--- src/rtl/csum_pkg.sv ---
package csum_pkg;
  typedef enum logic [0:0] {
    ST_IDLE = 1'b0,
    ST_RUN  = 1'b1
  } csum_st_e;

  localparam int unsigned CFG_KEEP_W = 14;
endpackage

--- src/rtl/csum_word_gate.sv ---
module csum_word_gate #(
  parameter int unsigned DATA_W    = 14,
  parameter int unsigned ADDR_W    = 14,
  parameter int unsigned SUM_W     = 16,
  parameter int unsigned LAST_ADDR = 32'h3FF
) (
  input  logic              vld_i,
  input  logic [DATA_W-1:0] word_i,
  input  logic [ADDR_W-1:0] addr_i,
  input  logic              run_i,
  input  logic              cp_i,
  output logic [SUM_W-1:0]  term_o
);
  localparam logic [ADDR_W-1:0] LAST_A = ADDR_W'(LAST_ADDR);

  logic take;
  assign take = vld_i && run_i && !cp_i && (addr_i <= LAST_A);

  always_comb begin
    term_o = '0;
    if (take) term_o[DATA_W-1:0] = word_i;
  end
endmodule

--- src/rtl/csum_id_pack.sv ---
module csum_id_pack #(
  parameter int unsigned ID_NUM = 4,
  parameter int unsigned DATA_W = 14,
  parameter int unsigned NIB_W  = 4,
  localparam int unsigned PACK_W = ID_NUM * NIB_W
) (
  input  logic [ID_NUM*DATA_W-1:0] id_words_i,
  output logic [PACK_W-1:0]        packed_o
);
  // first ID lands in the most significant nibble
  for (genvar g = 0; g < ID_NUM; g++) begin : g_nib
    assign packed_o[(ID_NUM-1-g)*NIB_W +: NIB_W] = id_words_i[g*DATA_W +: NIB_W];
  end
endmodule

--- src/rtl/csum_acc.sv ---
module csum_acc
  import csum_pkg::*;
#(
  parameter int unsigned SUM_W = 16
) (
  input  logic             clk_i,
  input  logic             rst_ni,
  input  logic             start_i,
  input  logic             finish_i,
  input  logic             cp_i,
  input  logic [SUM_W-1:0] word_term_i,
  input  logic [SUM_W-1:0] fin_term_i,
  output logic [SUM_W-1:0] sum_o,
  output logic             done_o,
  output logic             run_o,
  output logic             cp_q_o
);
  csum_st_e st_q;

  always_ff @(posedge clk_i or negedge rst_ni) begin
    if (!rst_ni) begin
      st_q   <= ST_IDLE;
      sum_o  <= '0;
      done_o <= 1'b0;
      cp_q_o <= 1'b0;
    end else begin
      done_o <= 1'b0;
      if (start_i) begin
        st_q   <= ST_RUN;
        sum_o  <= '0;
        cp_q_o <= cp_i;
      end else if (st_q == ST_RUN) begin
        sum_o <= sum_o + word_term_i + (finish_i ? fin_term_i : '0);
        if (finish_i) begin
          st_q   <= ST_IDLE;
          done_o <= 1'b1;
        end
      end
    end
  end

  assign run_o = (st_q == ST_RUN);


  start_clears_chk: assert property (@(posedge clk_i) disable iff (!rst_ni)
    start_i |=> (sum_o == '0) && !done_o);


  done_single_chk: assert property (@(posedge clk_i) disable iff (!rst_ni)
    done_o |=> !done_o);


  done_after_finish_chk: assert property (@(posedge clk_i) disable iff (!rst_ni)
    $rose(done_o) |-> $past(finish_i && run_o && !start_i));


  idle_hold_chk: assert property (@(posedge clk_i) disable iff (!rst_ni)
    (!run_o && !start_i) |=> $stable(sum_o) && !done_o);
endmodule

--- src/rtl/csum_engine.sv ---
module csum_engine
  import csum_pkg::*;
#(
  parameter int unsigned DATA_W    = 14,
  parameter int unsigned ADDR_W    = 14,
  parameter int unsigned SUM_W     = 16,
  parameter int unsigned ID_NUM    = 4,
  parameter int unsigned NIB_W     = 4,
  parameter int unsigned LAST_ADDR = 32'h3FF
) (
  input  logic                     clk_i,
  input  logic                     rst_ni,
  input  logic                     start_i,
  input  logic                     finish_i,
  input  logic                     cp_on_i,
  input  logic                     word_vld_i,
  input  logic [DATA_W-1:0]        word_i,
  input  logic [ADDR_W-1:0]        addr_i,
  input  logic [SUM_W-1:0]         cfg_word_i,
  input  logic [ID_NUM*DATA_W-1:0] id_words_i,
  output logic [SUM_W-1:0]         sum_o,
  output logic                     done_o
);
  localparam int unsigned PACK_W = ID_NUM * NIB_W;
  localparam logic [SUM_W-1:0] CFG_MASK = SUM_W'((1 << CFG_KEEP_W) - 1);

  logic             run, cp_q;
  logic [SUM_W-1:0] word_term, fin_term, id_term;
  logic [PACK_W-1:0] id_pack;

  csum_word_gate #(
    .DATA_W(DATA_W), .ADDR_W(ADDR_W), .SUM_W(SUM_W), .LAST_ADDR(LAST_ADDR)
  ) u_gate (
    .vld_i (word_vld_i),
    .word_i(word_i),
    .addr_i(addr_i),
    .run_i (run),
    .cp_i  (cp_q),
    .term_o(word_term)
  );

  csum_id_pack #(
    .ID_NUM(ID_NUM), .DATA_W(DATA_W), .NIB_W(NIB_W)
  ) u_pack (
    .id_words_i(id_words_i),
    .packed_o  (id_pack)
  );

  always_comb begin
    id_term = '0;
    id_term[PACK_W-1:0] = id_pack;
  end

  assign fin_term = (cfg_word_i & CFG_MASK) + (cp_q ? id_term : '0);

  csum_acc #(.SUM_W(SUM_W)) u_acc (
    .clk_i      (clk_i),
    .rst_ni     (rst_ni),
    .start_i    (start_i),
    .finish_i   (finish_i),
    .cp_i       (cp_on_i),
    .word_term_i(word_term),
    .fin_term_i (fin_term),
    .sum_o      (sum_o),
    .done_o     (done_o),
    .run_o      (run),
    .cp_q_o     (cp_q)
  );


  cp_words_ignored_chk: assert property (@(posedge clk_i) disable iff (!rst_ni)
    (run && cp_q && !start_i && !finish_i) |=> $stable(sum_o));


  high_addr_ignored_chk: assert property (@(posedge clk_i) disable iff (!rst_ni)
    (run && !start_i && !finish_i && word_vld_i && (addr_i > ADDR_W'(LAST_ADDR)))
      |=> $stable(sum_o));


  word_added_chk: assert property (@(posedge clk_i) disable iff (!rst_ni)
    (run && !cp_q && !start_i && !finish_i && word_vld_i && (addr_i <= ADDR_W'(LAST_ADDR)))
      |=> (sum_o == SUM_W'($past(sum_o) + SUM_W'($past(word_i)))));
endmodule

--- config.mk ---
export PLATFORM = sky130hd
export DESIGN_NAME = csum_engine
export DESIGN_NICKNAME = d
export VERILOG_FILES = /design/src/rtl/csum_pkg.sv /design/src/rtl/csum_word_gate.sv /design/src/rtl/csum_id_pack.sv /design/src/rtl/csum_acc.sv /design/src/rtl/csum_engine.sv
export SDC_FILE = /design/constraint.sdc
export NUM_CORES = 1
export LEC_CHECK = 0
export ABC_CLOCK_PERIOD_IN_PS = 8700
export BUFFER_PORTS_ARGS = -buffer_cell sky130_fd_sc_hd__clkbuf_2
export CAP_MARGIN = 0
export CORE_MARGIN = 4
export CORE_UTILIZATION = 30
export CTS_BUF_LIST = sky130_fd_sc_hd__clkbuf_16
export CTS_CLUSTER_DIAMETER = 100
export DETAILED_ROUTE_END_ITERATION = 16
export PLACE_DENSITY = 0.65
export SYNTH_ARGS = -nofsm -noshare
export SYNTH_HDL_FRONTEND = slang
export SYNTH_SLANG_ARGS = --single-unit
--- constraint.sdc ---
create_clock -name clk_i -period 8.7 [get_ports clk_i]
set_clock_uncertainty 0.1 [all_clocks]
set_input_delay 0.435 -clock clk_i [delete_from_list [all_inputs] [get_ports clk_i]]
set_output_delay 0.435 -clock clk_i [all_outputs]
set_load 0.005 [all_outputs]
==> results of run 1 <==
cells in the final DEF (no fill, tap or decap), types with 2 or more instances in the layout:
cell type,instances
a21oi_1,20
nor2b_1,3
a221oi_2,2
xnor2_1,11
clkbuf_16,3
xor2_1,6
o41ai_1,2
a21oi_2,2
mux2i_1,8
nand4_1,3
nand2_1,20
o21bai_1,3
and2_1,30
o21ai_0,10
nor4_1,3
or4_1,2
o21ai_1,5
clkbuf_2,70
inv_1,10
nor3_1,8
a211oi_1,6
nor2_1,41
a31oi_1,3
dfrtp_1,19
nand3_1,9
nand2b_1,2
fa_1,16
a21o_1,12
ha_1,29
metrics by stage:
step                std cells  total power (uW)  hold WS (ns)
global placement          484             367.4        0.3304
floorplan                 314             301.1       0.03941
global route              488             514.4       0.07676
detailed placement        484             373.5        0.3386
finish                    488             470.6       0.03962
CTS                       488             476.2       0.06138
cell type report:
cell class              instances  share of cell area, %
multi-input cells             276                  66.07
inverters                      10                  1.173
repair buffers                 71                  11.18
flip-flops and latches         19                  14.86
clock inverters                 1                 0.1564
well taps                     108                  4.222
clock buffers                   3                  2.346
worst register-to-register path, cell delays in order (launching register included):
cell and delay, ns:
dfrtp_1 0.70, and2_1 0.21, ha_1 0.23, inv_1 0.09
fa_1 0.38, nor2b_1 0.16, o21ai_0 0.12, a21boi_1 0.33
o2111ai_1 0.20, a21oi_1 0.21, nor3_1 0.07, nor3_1 0.38
fa_1 0.50, ha_1 0.37, o21ai_1 0.07, a21oi_1 0.17
a31oi_1 0.11, a31oi_1 0.21, xor2_1 0.21, mux2i_1 0.22
mux2_1 0.33
registers in the layout, summed over array words and instances (netlist names):
signal / cells
u_acc.cp_q_o: 1
u_acc.run_o: 1
u_acc.sum_o: 16
u_acc.done_o: 1
synth_stat cells, types with 5 or more instances:
cell type	instances	area, um2
nand2_1	20	75.07
xor2_1	6	52.55
xnor2_1	11	96.34
clkbuf_1	5	18.77
a21oi_1	20	100.1
and2_1	30	187.7
nand3_1	9	45.04
mux2i_1	8	80.08
nor3_1	8	40.04
a21o_1	12	90.09
inv_1	10	37.54
dfrtp_1	19	475.5
nor2_1	41	153.9
fa_1	16	320.3
o21ai_1	5	25.02
ha_1	29	362.9
o21ai_0	10	50.05
a211oi_1	6	45.04
worst paths after layout:
check,startpoint,to,slack (ns),depth (start not counted)
max,u_acc.cp_q_o,u_acc.sum_o[15],3.22,20
min,rst_ni,u_acc.done_o,0.04,1
max reg2reg,u_acc.cp_q_o,u_acc.sum_o[15],3.22,20
min reg2reg,u_acc.sum_o[12],u_acc.sum_o[12],0.47,2
max in group asynchronous,rst_ni,u_acc.sum_o[13],8.11,1
min in group clk_i,cp_on_i,u_acc.cp_q_o,0.31,2
logic make-up after synthesis:
| family | after synthesis | share of synthesized area [%] |
|---|---|---|
| and+or+nand+nor | 126 | 23.58 |
| AOI/OAI and AO/OA | 78 | 20.71 |
| adders and majority gates | 45 | 25.65 |
| buffers and inverters | 19 | 2.771 |
| DFF | 19 | 17.85 |
| xor gates and xnor gates | 17 | 5.589 |
| muxes | 10 | 3.852 |
power groups by stage:
stage	Clock, uW	Combinational (uW)	Sequential [uW]
after floorplan	0	178	123
after detailed placement	0	243	130
after global routing	105	278	132
final	98.2	244	128
after global placement	0	239	129
after CTS	102	246	128
per-layer routing:
metal  part of all wire [%]  track usage (%)  wire length, um
met1                     48            19.26             3421
met2                     46            23.39             3291
met3                    5.4            1.843              387
met4                   0.84            3.027               60
met5                      0                0                0
==> flow_summary.ini, run 1 <==
[sta]
tns_ns = 0
maxSlewViolCount = 0
worst_slack_ns = 3.221
max_slew_margin_pct = 40.75
hold_viol_final = 0
post-route-period-util_pct = 62.98
max_freq_mhz = 182.5
final.min_clock_period_ns = 5.479
rsz0062_at_grt = no
setup_violations = 0
max_slew.worst_pin.slew_ns = 0.8888

[placement]
io_buffers = 70
dp.final_hpwl_um = 5849
placed_cell_area_um2 = 3120
routabilityCongestion = 0.8630
pre_cts_ws_ns = 3.184

[clock_network]
cts_buffers = 3
ctsResizeCount = 0
ctsHoldBuffers = 0
clkLatencyLatePin_ns = 0.26
cts_setup_buffers = 0
clk_pin_slew_ns = 0.06
cts-root-buf = clkbuf_16
cts_tree = built
htree_levels = 1
clk_path_buf_depth = 2
clock_sinks = 19

[route]
drtIter0Drc = 112
ant_nets = 0
vias_per_cell = 5.045
route.detailed.drc = 0
wl_per_cell_um = 14.67
vias = 2462
drt_first_pass_iters = 4
routed_wl_um = 7161

[critical_path]
worstPathCellList = and2_1 -> ha_1 -> inv_1 -> fa_1 -> nor2b_1 -> o21ai_0 -> a21boi_1 -> o2111ai_1 -> a21oi_1 -> nor3_1 -> nor3_1 -> fa_1 -> ha_1 -> o21ai_1 -> a21oi_1 -> a31oi_1 -> a31oi_1 -> xor2_1 -> mux2i_1 -> mux2_1
crit_buf_inv = 1
crit_required_ns = 8.74
crit_path_end_kind = register
path_delay_family = adder cells
slowest_delay_ns = 0.70
start_kind = register
cp.arrival_ns = 5.52
critPathMaxFanout = 20
crit_slowest_cell = dfrtp_1
worst-setup-path-type = register to register

[finish]
multi_input_area_um2 = 2115
antenna_cells = 0
n_fill_cell = 935
regArea_um2 = 475.5
final_util_pct = 36.88
fin_nets = 532
drive_above_1_share_pct = 22.89
syn_to_final_growth_pct = 20.15
final_cell_area_um2 = 3201

[floorplan]
start_util_pct = 30.69
dieWidth_um = 102.2
rows = 34
pin_count = 123
die-area_um2 = 10450
die_h_um = 102.2
core-area_um2 = 8678

[synth]
yosysWarnings = 0
syn_nets = 465
ys_seq_area_share_pct = 17.85
ys_ff_latch = 19
synth_area_um2 = 2664
ys.flop_type = dfrtp_1
async_flop_share_pct = 100.0
synth_edf_count = 0
syn_area_per_cell_um2 = 8.483
netlist-cell-type-count = 51
synthCells = 314

[power]
vdd_drop_max_v = 0.00008607
p_clk_share_pct = 20.9
swShare_pct = 41.09
p_sw_uw = 193.4
p_per_area_nw_per_um2 = 147.0
p_comb_share_pct = 52.0
cellLeakagePower_uw = 0.001654
pwr-share-seq_pct = 27.2
internal_power_uw = 277.2

[global_routing]
grt_max_degree = 24
grt_pass1_vias = 2501
grt_overflow = 0
grt_use_total_pct = 13.97
antenna_found_initial = 0
grt_pass1_wl_um = 11620

[status]
outcome = finished clean

[hold_path]
worstHoldPathType = input port to async pin

[flow_run]
drv_cap = 0
(Power assumes the default switching activity.)
==> inputs of run 2 (changes only) <==
--- a/config.mk
+++ b/config.mk
@@ -5,7 +5,7 @@
 export SDC_FILE = /design/constraint.sdc
 export NUM_CORES = 1
 export LEC_CHECK = 0
-export ABC_CLOCK_PERIOD_IN_PS = 8700
+export ABC_CLOCK_PERIOD_IN_PS = 4970
 export BUFFER_PORTS_ARGS = -buffer_cell sky130_fd_sc_hd__clkbuf_2
 export CAP_MARGIN = 0
 export CORE_MARGIN = 4
@@ -13,7 +13,7 @@
 export CTS_BUF_LIST = sky130_fd_sc_hd__clkbuf_16
 export CTS_CLUSTER_DIAMETER = 100
 export DETAILED_ROUTE_END_ITERATION = 16
-export PLACE_DENSITY = 0.65
+export PLACE_DENSITY = 0.68
 export SYNTH_ARGS = -nofsm -noshare
 export SYNTH_HDL_FRONTEND = slang
 export SYNTH_SLANG_ARGS = --single-unit
==> constraint.sdc (replaced) <==
create_clock -name clk_i -period 4.97 [get_ports clk_i]
set_clock_uncertainty 0.1 [all_clocks]
set_input_delay 0.2485 -clock clk_i [delete_from_list [all_inputs] [get_ports clk_i]]
set_output_delay 0.2485 -clock clk_i [all_outputs]
set_load 0.005 [all_outputs]
==> run 2 against run 1 <==
Net effect:
- non-clock buffer count up 5
- register-to-register slack worse by 3.0 ns
- flip-flop and latch count unchanged
- count of clock-buffer cells in the layout unchanged
- sequential power up 70%
- power up 79%
- die area unchanged
- clock power up 70%
- critical path type unchanged
- critical endpoint unchanged
- largest power group unchanged
==> flow_summary.ini, run 2 (same netlist as run 1, synthesis figures left out) <==
[finish]
final_common_cell = clkbuf_2
syn_to_final_growth_pct = 23.77
antenna_cells = 0
largest_reg_flops = 16
regArea_um2 = 475.5
fin_nets = 537
n_fill_cell = 893
top_register = u_acc.sum_o
drive_above_1_share_pct = 26.23
final_cell_mix = clkbuf_2 (70), nor2_1 (40), and2_1 (30)
multi_input_area_um2 = 2160

[critical_path]
critPathMaxFanout = 19
r2r-end = u_acc.sum_o[15]
start_kind = register
cp.arrival_ns = 4.75
r2r-start = u_acc.cp_q_o
worst-setup-path-type = register to register
crit_path_end_kind = register
rr_worst_depth = 17
crit_required_ns = 5.00
r2r_setup_slack_ns = 0.25

[route]
route.detailed.drc = 0
drtIter0Drc = 111
drt_first_pass_iters = 4
vias_per_cell = 5.122
routed_wl_um = 7150
ant_nets = 0
vias = 2525
wl_per_cell_um = 14.50

[hold_path]
worstHoldPathType = input port to register
hold_depth = 2
min_from = cp_on_i
min_to = u_acc.cp_q_o

[sta]
hold_viol_final = 0
tns_ns = 0
post-route-period-util_pct = 94.88
setup_violations = 0
max_slew.worst_pin.slew_ns = 0.5122
max_freq_mhz = 212.1
final.min_clock_period_ns = 4.716
holdWs_ns = 0.1339
maxSlewViolCount = 0
rsz0062_at_grt = no
max_slew_margin_pct = 65.86

[placement]
routabilityCongestion = 0.9211
io_buffers = 70
dp.final_hpwl_um = 5882

[clock_network]
clk_pin_slew_ns = 0.05
clk_path_buf_depth = 2
cts_tree = built
cts_buffers = 3
htree_levels = 1
clock_sinks = 19
cts-root-buf = clkbuf_16
clkLatencyLatePin_ns = 0.25

[global_routing]
grt_pass1_wl_um = 11720
grt_pass1_vias = 2555
grt_max_degree = 24
antenna_found_initial = 0
grt_overflow = 0
grt_use_total_pct = 14.05

[flow_run]
drv_cap = 0

[status]
outcome = finished clean

[power]
p_per_area_nw_per_um2 = 255.4
cellLeakagePower_uw = 0.001674
power_uw = 842.0
vdd_drop_max_v = 0.0001275

[floorplan]
rows = 34
core-area_um2 = 8678
die_h_um = 102.2
pin_count = 123
dieWidth_um = 102.2
die-area_um2 = 10450
start_util_pct = 30.69
-- run 2: worst max path at each step --
| stage | from | cells after the start | end | slack, ns |
|---|---|---|---|---|
| floorplan | u_acc.cp_q_o | 22 | u_acc.sum_o[15] | 0.16 |
| global placement | u_acc.cp_q_o | 20 | u_acc.sum_o[15] | 0.10 |
| detailed placement | u_acc.cp_q_o | 20 | u_acc.sum_o[15] | 0.04 |
| CTS | u_acc.cp_q_o | 20 | u_acc.sum_o[15] | 0.03 |
| global route | u_acc.cp_q_o | 20 | u_acc.sum_o[15] | 0.007 |
| finish | u_acc.cp_q_o | 17 | u_acc.sum_o[15] | 0.25 |
-- run 2: critical path, stage by stage, from the launching register on --
cell      delay [ns]
dfrtp_1         0.44
buf_12          0.18
and2_1          0.14
ha_1            0.32
nor2b_1         0.16
o21ai_1         0.20
a21boi_2        0.10
buf_4           0.14
nor3_1          0.39
fa_1            0.51
ha_1            0.36
o21ai_0         0.38
o21ai_1         0.16
nand2_1         0.09
a31oi_1         0.09
xor2_1          0.19
mux2i_1         0.30
mux2_1          0.34
-- run 2: area by class of cell --
class | instances | share of cell area (%)
Multi-Input combinational cell | 276 | 65.50
Tap cell | 108 | 4.099
Timing Repair Buffer | 76 | 12.45
Inverter | 10 | 1.139
Clock inverter | 1 | 0.1139
Sequential cell | 19 | 14.42
Clock buffer | 3 | 2.277
-- run 2: per-layer routing --
layer	up-vias	global-route usage (%)	routed length, um	share of wire [%]
met5	-	0	0	0
met4	0	2.725	67	0.94
met2	72	25.29	3628	51
met3	14	2.730	470	6.6
met1	1171	17.52	2984	42
li1	1268	-	-	-
-- run 2: repair_timing --
item                                    CTS  global route
hold buffers                              1             0
resized for setup                         0            12
setup buffers                             0             1
endpoints found under the setup margin    0             2
hold endpoints to repair                 19             0
-- run 2: stage by stage --
step | std cells | setup slack, ns | instance area (um2) | utilization, %
2_1_floorplan | 314 | 0.1611 | 2664 | -
3_3_place_gp | 487 | 0.1044 | 3156 | 36.36
3_5_place_dp | 487 | 0.04052 | 3156 | 36.36
4_1_cts | 492 | 0.03367 | 3244 | 37.38
5_1_grt | 493 | 0.006618 | 3297 | 37.99
6_report | 493 | 0.2544 | 3297 | 37.99
-- run 2: power breakdown --
group          internal, uW  switching [uW]  leakage [uW]
registers               183            33.9      0.000250
logic                   210             248       0.00138
clock network           107            60.2     0.0000423
==> inputs of run 3 (changes only) <==
--- a/config.mk
+++ b/config.mk
@@ -13,7 +13,7 @@
 export CTS_BUF_LIST = sky130_fd_sc_hd__clkbuf_16
 export CTS_CLUSTER_DIAMETER = 100
 export DETAILED_ROUTE_END_ITERATION = 16
-export PLACE_DENSITY = 0.68
+export PLACE_DENSITY = 0.65
 export SYNTH_ARGS = -nofsm -noshare
 export SYNTH_HDL_FRONTEND = slang
 export SYNTH_SLANG_ARGS = --single-unit
==> run 3 against run 2 <==
Net effect:
- critical path depth grew 1
- count of clock-buffer cells in the layout unchanged
- combinational power up 4.8%
- power is 2.7% higher
- critical path type unchanged
==> flow_summary.ini, run 3 (same netlist as run 1, synthesis figures left out) <==
[status]
outcome = finished clean

[sta]
hold_viol_final = 0
post-route-period-util_pct = 93.97
max_freq_mhz = 214.1
rsz0062_at_grt = no
max_slew_margin_pct = 65.36
tns_ns = 0
worst_slack_ns = 0.2996
setup_violations = 0
max_slew.worst_pin.slew_ns = 0.5191
final.min_clock_period_ns = 4.670
maxSlewViolCount = 0

[route]
drt_first_pass_iters = 4
routed_wl_um = 7379
wl_per_cell_um = 14.88
route.detailed.drc = 0
vias_per_cell = 5.077
drtIter0Drc = 113
ant_nets = 0
vias = 2518

[placement]
dp.final_hpwl_um = 5944
pre_cts_ws_ns = 0.09932
routabilityCongestion = 0.8319
placedCellCount = 490
io_buffers = 70

[finish]
layout.cells.non_filler = 496
n_fill_cell = 917
multi_input_area_um2 = 2203
syn_to_final_growth_pct = 26.30
final_cell_mix = clkbuf_2 (70), nor2_1 (40), and2_1 (30)
regArea_um2 = 476.7
final_common_cell = clkbuf_2
fin_nets = 540
top_register = u_acc.sum_o
largest_reg_flops = 16
drive_above_1_share_pct = 27.84
antenna_cells = 0

[floorplan]
rows = 34
start_util_pct = 30.69
core-area_um2 = 8678
dieWidth_um = 102.2
die_h_um = 102.2
die-area_um2 = 10450
pin_count = 123

[clock_network]
htree_levels = 1
cts_buffers = 3
clk_pin_slew_ns = 0.05
cts-root-buf = clkbuf_16
clkLatencyLatePin_ns = 0.25
clock_sinks = 19
cts_tree = built
clk_path_buf_depth = 2

[critical_path]
worstPathCellList = buf_12 -> and2_1 -> ha_1 -> o21ai_1 -> nor3_2 -> o21ba_1 -> or2_4 -> xnor2_1 -> nor2_1 -> fa_1 -> ha_1 -> o21ai_1 -> a21oi_1 -> a31oi_1 -> a31oi_1 -> xor2_1 -> mux2i_1 -> mux2_1
worst-setup-path-type = register to register
crit_slowest_cell = fa_1
crit_required_ns = 5.00
crit_buf_inv = 1
r2r_setup_slack_ns = 0.30
cp.arrival_ns = 4.70
crit_path_end_kind = register
critPathMaxFanout = 17
start_kind = register
slowest_delay_ns = 0.47
path_delay_family = adder cells

[power]
p_per_area_nw_per_um2 = 257.0
cellLeakagePower_uw = 0.001696
vdd_drop_max_v = 0.0001108

[global_routing]
grt_use_total_pct = 14.16
grt_pass1_vias = 2606
grt_overflow = 0
grt_pass1_wl_um = 11830
grt_max_degree = 24
antenna_found_initial = 0

[hold_path]
worstHoldPathType = input port to register

[flow_run]
drv_cap = 0
[run 3: path summary, 6_finish.rpt]
kind / start / endpoint / cells after the start
hold reg to reg: u_acc.sum_o[12] / u_acc.sum_o[12] / 2
max in group asynchronous: rst_ni / u_acc.cp_q_o / 2
hold / removal: cp_on_i / u_acc.cp_q_o / 2
min in group asynchronous: rst_ni / u_acc.sum_o[14] / 2
setup / recovery: u_acc.cp_q_o / u_acc.sum_o[15] / 18
setup reg to reg: u_acc.cp_q_o / u_acc.sum_o[15] / 18
[run 3: area by class of cell]
type | count | share of cell area [%]
multi-input combinational | 276 | 65.49
sequential | 19 | 14.17
timing repair buffer | 79 | 12.87
tap | 108 | 4.016
clock buffer | 3 | 2.231
inverter | 10 | 1.116
clock inverter | 1 | 0.1116
[run 3: what timing repair did]
item,in CTS,in global routing
buffers inserted,0,1
endpoints found under the hold margin,19,0
hold buffers,1,0
gates resized for setup,0,18
setup endpoints to repair,0,1
[run 3: where the power goes]
group          leakage [uW]  switching (uW)  internal [uW]
sequential         0.000249            34.0            183
combinational       0.00141             258            223
clock             0.0000423            60.1            107
[run 3: stage by stage]
stage / hold slack [ns] / cell area (um2) / total power [uW] / utilization, %
after floorplan: -0.1471 / 2664 / 527.1 / -
after global placement: 0.1404 / 3178 / 654.6 / 36.62
final: 0.1572 / 3364 / 864.6 / 38.77
after global routing: 0.1659 / 3364 / 933.8 / 38.77
after CTS: 0.1708 / 3267 / 842.8 / 37.64
after detailed placement: 0.1457 / 3178 / 666.9 / 36.62
[run 3: worst reg2reg max path, delay by kind of cell, from the launching register on]
family          cells  cell delay [ns]
mux                 2             0.57
buf+inv             1             0.16
simple gates        4             0.73
flops               1             0.44
fa+ha+maj           3             1.15
xor+xnor            2             0.33
compound gates      6             1.08
[run 3: layer usage]
metal,vias up,part of all wire [%],global-route usage [%]
li1,1267,-,-
met1,1185,46,18.93
met2,61,47,24.39
met3,5,6.0,2.184
met4,0,0.75,2.725
met5,-,0,0
